File: src/rtl/sfsr_pkg.sv
package sfsr_pkg;
  localparam logic [7:0] OP_WREN = 8'h06;
  localparam logic [7:0] OP_WRSR = 8'h01;
  localparam logic [7:0] OP_RDSR = 8'h05;

  localparam int BUSY_POS = 0;
  localparam int WEL_POS  = 1;
  localparam int BP_LSB   = 2;
  localparam int BP_W     = 4;
  localparam int LOCK_POS = 7;
endpackage

File: src/rtl/sfsr_rx.sv
module sfsr_rx #(
  parameter int MAX_BITS = 31,
  localparam int CNT_W = $clog2(MAX_BITS + 1)
) (
  input  logic             clk_i,
  input  logic             rst_ni,
  input  logic             cs_ni,
  input  logic             sck_i,
  input  logic             si_i,
  output logic             cs_rise_o,
  output logic             sck_fall_o,
  output logic             read_start_o,
  output logic [7:0]       opcode_o,
  output logic [7:0]       data_o,
  output logic [CNT_W-1:0] cnt_o
);
  import sfsr_pkg::*;

  logic       sck_q, cs_q, sck_rise;
  logic [7:0] shift_q, next_byte;

  always_ff @(posedge clk_i or negedge rst_ni) begin
    if (!rst_ni) begin
      sck_q <= 1'b0;
      cs_q  <= 1'b1;
    end else begin
      sck_q <= sck_i;
      cs_q  <= cs_ni;
    end
  end

  assign sck_rise   = sck_i & ~sck_q & ~cs_ni;
  assign sck_fall_o = ~sck_i & sck_q & ~cs_ni;
  assign cs_rise_o  = cs_ni & ~cs_q;
  assign next_byte  = {shift_q[6:0], si_i};

  always_ff @(posedge clk_i or negedge rst_ni) begin
    if (!rst_ni) begin
      shift_q  <= '0;
      cnt_o    <= '0;
      opcode_o <= '0;
      data_o   <= '0;
    end else if (cs_ni) begin
      cnt_o    <= '0;
      opcode_o <= '0;
    end else if (sck_rise) begin
      shift_q <= next_byte;
      if (cnt_o != CNT_W'(MAX_BITS)) cnt_o <= cnt_o + 1'b1;
      if (cnt_o == CNT_W'(7))  opcode_o <= next_byte;
      if (cnt_o == CNT_W'(15)) data_o   <= next_byte;
    end
  end

  assign read_start_o = sck_rise && (cnt_o == CNT_W'(7)) && (next_byte == OP_RDSR);


  cnt_mono_chk: assert property (@(posedge clk_i) disable iff (!rst_ni)
    (!cs_ni && $past(!cs_ni)) |-> (cnt_o >= $past(cnt_o)));
endmodule

File: src/rtl/sfsr_regs.sv
module sfsr_regs #(
  parameter int MAX_BITS = 31,
  localparam int CNT_W = $clog2(MAX_BITS + 1)
) (
  input  logic                     clk_i,
  input  logic                     rst_ni,
  input  logic                     cs_rise_i,
  input  logic [7:0]               opcode_i,
  input  logic [7:0]               data_i,
  input  logic [CNT_W-1:0]         cnt_i,
  input  logic                     wp_ni,
  input  logic                     busy_i,
  output logic [7:0]               status_o,
  output logic [sfsr_pkg::BP_W-1:0] bp_o,
  output logic                     bpl_o
);
  import sfsr_pkg::*;

  logic wel_q, wren_ok, wrsr_seen, len_ok, frozen, wrsr_do;
  logic unused_bits;

  assign unused_bits = ^{data_i[6], data_i[1:0]};

  assign wren_ok   = cs_rise_i && opcode_i == OP_WREN && cnt_i == CNT_W'(8);
  assign wrsr_seen = cs_rise_i && opcode_i == OP_WRSR && cnt_i >= CNT_W'(8);
  assign len_ok    = cnt_i == CNT_W'(16) || cnt_i == CNT_W'(24);
  assign frozen    = ~wp_ni & bpl_o;
  assign wrsr_do   = wrsr_seen && len_ok && wel_q && !frozen;

  always_ff @(posedge clk_i or negedge rst_ni) begin
    if (!rst_ni) begin
      wel_q <= 1'b0;
      bp_o  <= '0;
      bpl_o <= 1'b0;
    end else begin
      if (wren_ok)        wel_q <= 1'b1;
      else if (wrsr_seen) wel_q <= 1'b0;
      if (wrsr_do) begin
        bp_o  <= data_i[BP_LSB +: BP_W];
        // pin low: lock may only go up
        bpl_o <= wp_ni ? data_i[LOCK_POS] : (bpl_o | data_i[LOCK_POS]);
      end
    end
  end

  always_comb begin
    status_o = '0;
    status_o[BUSY_POS] = busy_i;
    status_o[WEL_POS]  = wel_q;
    status_o[BP_LSB +: BP_W] = bp_o;
    status_o[LOCK_POS] = bpl_o;
  end


  lock_hold_chk: assert property (@(posedge clk_i) disable iff (!rst_ni)
    $past(!wp_ni && bpl_o) |-> bpl_o);

  bp_quiet_chk: assert property (@(posedge clk_i) disable iff (!rst_ni)
    !$past(cs_rise_i) |-> ($stable(bp_o) && $stable(bpl_o)));

  wel_drop_chk: assert property (@(posedge clk_i) disable iff (!rst_ni)
    $past(cs_rise_i && opcode_i == OP_WRSR && cnt_i >= CNT_W'(8)) |-> !wel_q);
endmodule

File: src/rtl/sfsr_tx.sv
module sfsr_tx (
  input  logic       clk_i,
  input  logic       rst_ni,
  input  logic       cs_ni,
  input  logic       sck_fall_i,
  input  logic       read_start_i,
  input  logic [7:0] status_i,
  output logic       so_o,
  output logic       so_oe_o
);
  logic       reading_q, pend_q;
  logic [2:0] idx_q;
  logic [7:0] byte_q;

  always_ff @(posedge clk_i or negedge rst_ni) begin
    if (!rst_ni) begin
      reading_q <= 1'b0;
      pend_q    <= 1'b0;
      idx_q     <= 3'd7;
      byte_q    <= '0;
    end else if (cs_ni) begin
      reading_q <= 1'b0;
      pend_q    <= 1'b0;
    end else if (read_start_i) begin
      reading_q <= 1'b1;
      pend_q    <= 1'b1;
      idx_q     <= 3'd7;
      byte_q    <= status_i;
    end else if (reading_q && sck_fall_i) begin
      // falling edge right after the opcode keeps bit 7 on the line
      if (pend_q) pend_q <= 1'b0;
      else if (idx_q == 3'd0) begin
        idx_q  <= 3'd7;
        byte_q <= status_i;
      end else idx_q <= idx_q - 3'd1;
    end
  end

  assign so_oe_o = reading_q;
  assign so_o    = reading_q & byte_q[idx_q];


  oe_off_chk: assert property (@(posedge clk_i) disable iff (!rst_ni)
    $past(cs_ni) |-> !so_oe_o);

  start_msb_chk: assert property (@(posedge clk_i) disable iff (!rst_ni)
    $past(read_start_i && !cs_ni) |-> (so_oe_o && idx_q == 3'd7));
endmodule

File: src/rtl/sfsr_top.sv
module sfsr_top #(
  parameter int MAX_BITS = 31
) (
  input  logic       clk_i,
  input  logic       rst_ni,
  input  logic       cs_ni,
  input  logic       sck_i,
  input  logic       si_i,
  input  logic       wp_ni,
  input  logic       busy_i,
  output logic       so_o,
  output logic       so_oe_o,
  output logic [3:0] bp_o,
  output logic       bpl_o
);
  localparam int CNT_W = $clog2(MAX_BITS + 1);

  logic             cs_rise, sck_fall, read_start;
  logic [7:0]       opcode, data, status;
  logic [CNT_W-1:0] cnt;

  sfsr_rx #(.MAX_BITS(MAX_BITS)) i_rx (
    .clk_i, .rst_ni, .cs_ni, .sck_i, .si_i,
    .cs_rise_o(cs_rise), .sck_fall_o(sck_fall), .read_start_o(read_start),
    .opcode_o(opcode), .data_o(data), .cnt_o(cnt)
  );

  sfsr_regs #(.MAX_BITS(MAX_BITS)) i_regs (
    .clk_i, .rst_ni, .cs_rise_i(cs_rise), .opcode_i(opcode), .data_i(data),
    .cnt_i(cnt), .wp_ni, .busy_i, .status_o(status), .bp_o, .bpl_o
  );

  sfsr_tx i_tx (
    .clk_i, .rst_ni, .cs_ni, .sck_fall_i(sck_fall), .read_start_i(read_start),
    .status_i(status), .so_o, .so_oe_o
  );
endmodule

File: config.mk
export PLATFORM = sky130hd
export DESIGN_NAME = sfsr_top
export DESIGN_NICKNAME = d
export VERILOG_FILES = /design/src/rtl/sfsr_pkg.sv /design/src/rtl/sfsr_rx.sv /design/src/rtl/sfsr_regs.sv /design/src/rtl/sfsr_tx.sv /design/src/rtl/sfsr_top.sv
export SDC_FILE = /design/constraint.sdc
export NUM_CORES = 1
export LEC_CHECK = 0
export ABC_AREA = 0
export CORE_MARGIN = 5
export CORE_UTILIZATION = 60
export CTS_CLUSTER_SIZE = 24
export DETAILED_ROUTE_END_ITERATION = 16
export DONT_BUFFER_PORTS = 1
export GPL_TIMING_DRIVEN = 0
export PLACE_DENSITY_LB_ADDON = 0.25
export SLEW_MARGIN = 20
export SYNTH_ARGS = -nofsm -noshare
export SYNTH_HDL_FRONTEND = slang
export SYNTH_SLANG_ARGS = --single-unit
File: constraint.sdc
create_clock -name clk_i -period 2.45 [get_ports clk_i]
set_clock_uncertainty 0.2 [all_clocks]
set_input_delay 0.245 -clock clk_i [delete_from_list [all_inputs] [get_ports clk_i]]
set_output_delay 0.245 -clock clk_i [all_outputs]
set_load 0.005 [all_outputs]
==> summary.md <==
| Metric | Value |
|---|---|
| Status | finished clean |
| Fin crit share | 89.7% |
| Final setup viols | 0 |
| Post-DRT Antenna Nets | 0 |
| Hold Path Class | in -> reg |
| Post-CTS Setup Bufs | 0 |
| Total grt overflow | 0 |
| Yosys top cell area share | 51.0% |
| Final nets | 179 |
| Reg clk slew, reported paths | 0.14 ns |
| Power per cell area | between 600 and 700 nW/um2 |
| Die height | 67.9 um |
| CTS tree | built |
| Startpoint Class | register |
| Lkg Pwr | 1.03 nW |
| WL per Instance | 17.2 um |
| Largest delay share family, worst path | simple AND/OR/NAND/NOR gates |
| #FFs+latches synth | between 40 and 50 |
| Required time worst endpoint | 2.50 ns |
| CP endpoint kind | register |
| Port Buffer Count | 0 |
| Area growth from synthesis to layout | 10.6% |
| Slowest Stage Delay on Critical Path | between 0.4 and 0.5 ns |
| Setup slack, reg-to-reg | 0.25 ns |
| Drt pass-1 iters | 4 |
| Crit path DAT | 2.25 ns |
| Critical-path cell list | ha_1 > and3_1 > ha_1 > nor3b_2 > nand4_1 > xor2_1 > nor2_1 |
| Die width | 67.9 um |
| IO Count | 14 |
| Vias/cell | 5.68 |
| Synth Warn # | 0 |
| Pin count of the biggest net entering global routing | 46 |
| Share of layout cells above drive strength 1 | approximately a quarter |
| TritonCTS buffer count | 5 |
| Overall Global Routing Usage | a little under a fifth |
| 1st-iter DRT viols | 75 |
| Ys flop type | dfrtp_1 |
| Final Hold Fails | 0 |
| Clock sink count | 45 |
| Relative slew slack | approximately 53% |
| Cell depth of the worst flop-to-flop path | 7 |
| CP Launch Point | i_rx.cnt_o[0] |
| Syn Nets | 166 |
| FF-to-FF End | i_rx.cnt_o[3] |
| Slew Limit Fails | 0 |
| GP Congestion | 0.825 |
| RSZ-0062 raised after global routing | false |
| Clk Latency, worst-skew pair | 0.38 ns |
| Seq. cell area | between 1000 and 1500 um2 |
| Max VDD drop | between 0.0004 and 0.0005 V |
| Core ar. | between 3000 and 4000 um2 |
| Initial antenna violation count | 0 |
| Crit-path max FO | 7 |
| Number of fill cells | 243 |
| Post-synth ARST share | 100% |
| CP Buf/Inv Count | 0 |
| Total number of vias | ~1,200 |
| Post-synthesis sequential area ratio | 56.2% |
| Die area | 4610 um2 |
| Critical path's most frequent cell | ha_1 |
| Cells after Synth | 153 |
| Slew of the pin with the lowest slew margin | 0.695 ns |
| Period minus WS final | 2.20 ns |
| Crit path max-delay cell type | dfrtp_1 |
| Stages on the worst setup path | 7 |
| DPL Wire Length | around 2.5 mm |
| Worst setup path end | i_rx.cnt_o[3] |
| First-pass GRT wire length | roughly 6.1 mm |
| Average instance area after synthesis | 13.2 um2 |
| Distinct cells, synth | 42 |
| Final instance area | around 2200 um2 |
| Top cell type by total area after synthesis | dfrtp_1 |
| Drt total wl | 3.67 mm |
| Vias in the first global route | 1,261 |
| Root Driver | clkbuf_4 |
| Post-Route Setup TNS | 0 ns |
| Hold Startpoint | sck_i |
| Post-DP Area | 2070 um2 |
| Mapped cell area | 2010 um2 |
| Crit Path Category | reg -> reg |
| DRC viols | 0 |
| Max-Cap Viols | 0 |
| Row Count | 21 |
| Fmax achieved | around 0.45 GHz |
| Htree depth | 2 |
| # diodes | 0 |
| R2r startpoint | i_rx.cnt_o[0] |
| EDFF count, synth | 0 |
| Worst-case clock buffer depth | 2 |
| Main area contributors after synthesis | dfrtp_1 51%, mux2_2 12%, dfstp_2 5.2%, ha_1 3.7%, a22o_1 3.5% |
| Footprint of the multi-input gates | 840 um2 |
| Initial Util | between 60% and 70% |
## registers in the layout (all words and copies together), names as in the netlist
name	cells
i_tx.idx_q	3
i_regs.wel_q	1
i_rx.cs_q	1
i_rx.opcode_o	8
i_tx.pend_q	1
i_tx.byte_q	7
i_rx.cnt_o	5
i_rx.data_o	5
i_tx.so_oe_o	1
i_rx.sck_q	1
i_regs.bpl_o	1
i_rx.shift_q	7
i_regs.bp_o	4
## where the power goes
| part | internal [W] | switching (W) |
|---|---|---|
| Clock | 0.000222 | 0.000263 |
| Sequential | 0.000802 | 0.0000750 |
| Combinational | 0.0000706 | 0.0000562 |
## through the flow
step / cells / util [%] / worst slack [ns] / power [W] / hold slack, ns
finish: 213 / 67.8 / 0.251 / 0.00149 / 0.0324
global route: 213 / 67.8 / 0.132 / 0.00156 / 0.0165
CTS: 213 / 67.8 / 0.263 / 0.00150 / 0.0221
detailed placement: 199 / 63.0 / 0.305 / 0.000994 / -0.249
global placement: 199 / 63.0 / 0.342 / 0.000984 / -0.249
floorplan: 153 / - / 0.488 / 0.000950 / -0.251
## worst min-delay path: stages
cell,delay [ns]
nor3b_2,0.18
nor2_1,0.09
a211oi_1,0.06
## worst min-delay path by stage
stage / slack (ns) / end / cells after the start
3_3_place_gp: -0.25 / i_rx.cnt_o[0] / 0
2_1_floorplan: -0.25 / i_regs.bp_o[0] / 0
3_5_place_dp: -0.25 / i_rx.cnt_o[0] / 0
6_report: 0.03 / i_rx.cnt_o[4] / 3
5_1_grt: 0.02 / i_rx.cnt_o[4] / 3
4_1_cts: 0.02 / i_rx.cnt_o[4] / 3
## Yosys cell counts, drive strengths merged, types with 2 or more instances
master,count
nor3b,4
a22o,8
dfrtp,41
nor4b,2
o211ai,2
nand2,6
clkbuf,2
o21ai,5
xnor2,2
nand4,4
nor3,2
inv,8
and3,3
nand3b,2
and2,2
mux2,24
a21oi,2
ha,6
dfstp,4
nor2,9
## layout make-up
class	instances	share of cell area, %
Timing Repair Buffer	6	3.15
Multi-Input combinational cell	97	37.7
Clock inverter	3	2.14
Inverter	8	1.35
Sequential cell	45	50.8
Clock buffer	5	1.69
Buffer	3	0.562
Tap cell	46	2.59
## cells by family after synthesis
group / synth area share, %
flops: 56.2
mux: 15.0
buf+inv: 2.11
compound gates: 7.65
xor+xnor: 1.31
simple gates: 14.0
fa+ha+maj: 3.73
## routing by layer
| layer | global-route usage, % | wire [um] | up-vias |
|---|---|---|---|
| met3 | 4.43 | 146 | 7 |
| met1 | 24.8 | 1680 | 605 |
| li1 | - | - | 577 |
| met2 | 28.2 | 1780 | 20 |
| met4 | 8.93 | 64 | 0 |
| met5 | 0 | 0 | - |
## timing repair
| item | CTS | global route |
|---|---|---|
| endpoints found under the hold margin | 60 | 0 |
| endpoints found under the setup margin | 0 | 0 |
| resized for setup | 0 | 0 |
| hold buffers | 6 | 0 |
## cells in the final DEF, fill, tap and decap left out, types with 2 or more instances in the layout
| cell | n |
|---|---|
| nor2_1 | 9 |
| clkbuf_4 | 5 |
| ha_1 | 6 |
| xnor2_1 | 2 |
| nand3b_1 | 2 |
| clkbuf_1 | 2 |
| nand4_1 | 3 |
| o211ai_1 | 2 |
| and3_1 | 3 |
| o21ai_0 | 4 |
| inv_1 | 8 |
| mux2_1 | 3 |
| a22o_1 | 8 |
| a21oi_1 | 2 |
| inv_6 | 2 |
| nor3b_1 | 2 |
| mux2_2 | 21 |
| nand2_1 | 6 |
| nor4b_1 | 2 |
| dfrtp_1 | 41 |
| dfstp_2 | 4 |
| dlygate4sd3_1 | 5 |
No activity file was read; power rests on OpenSTA's default activity.
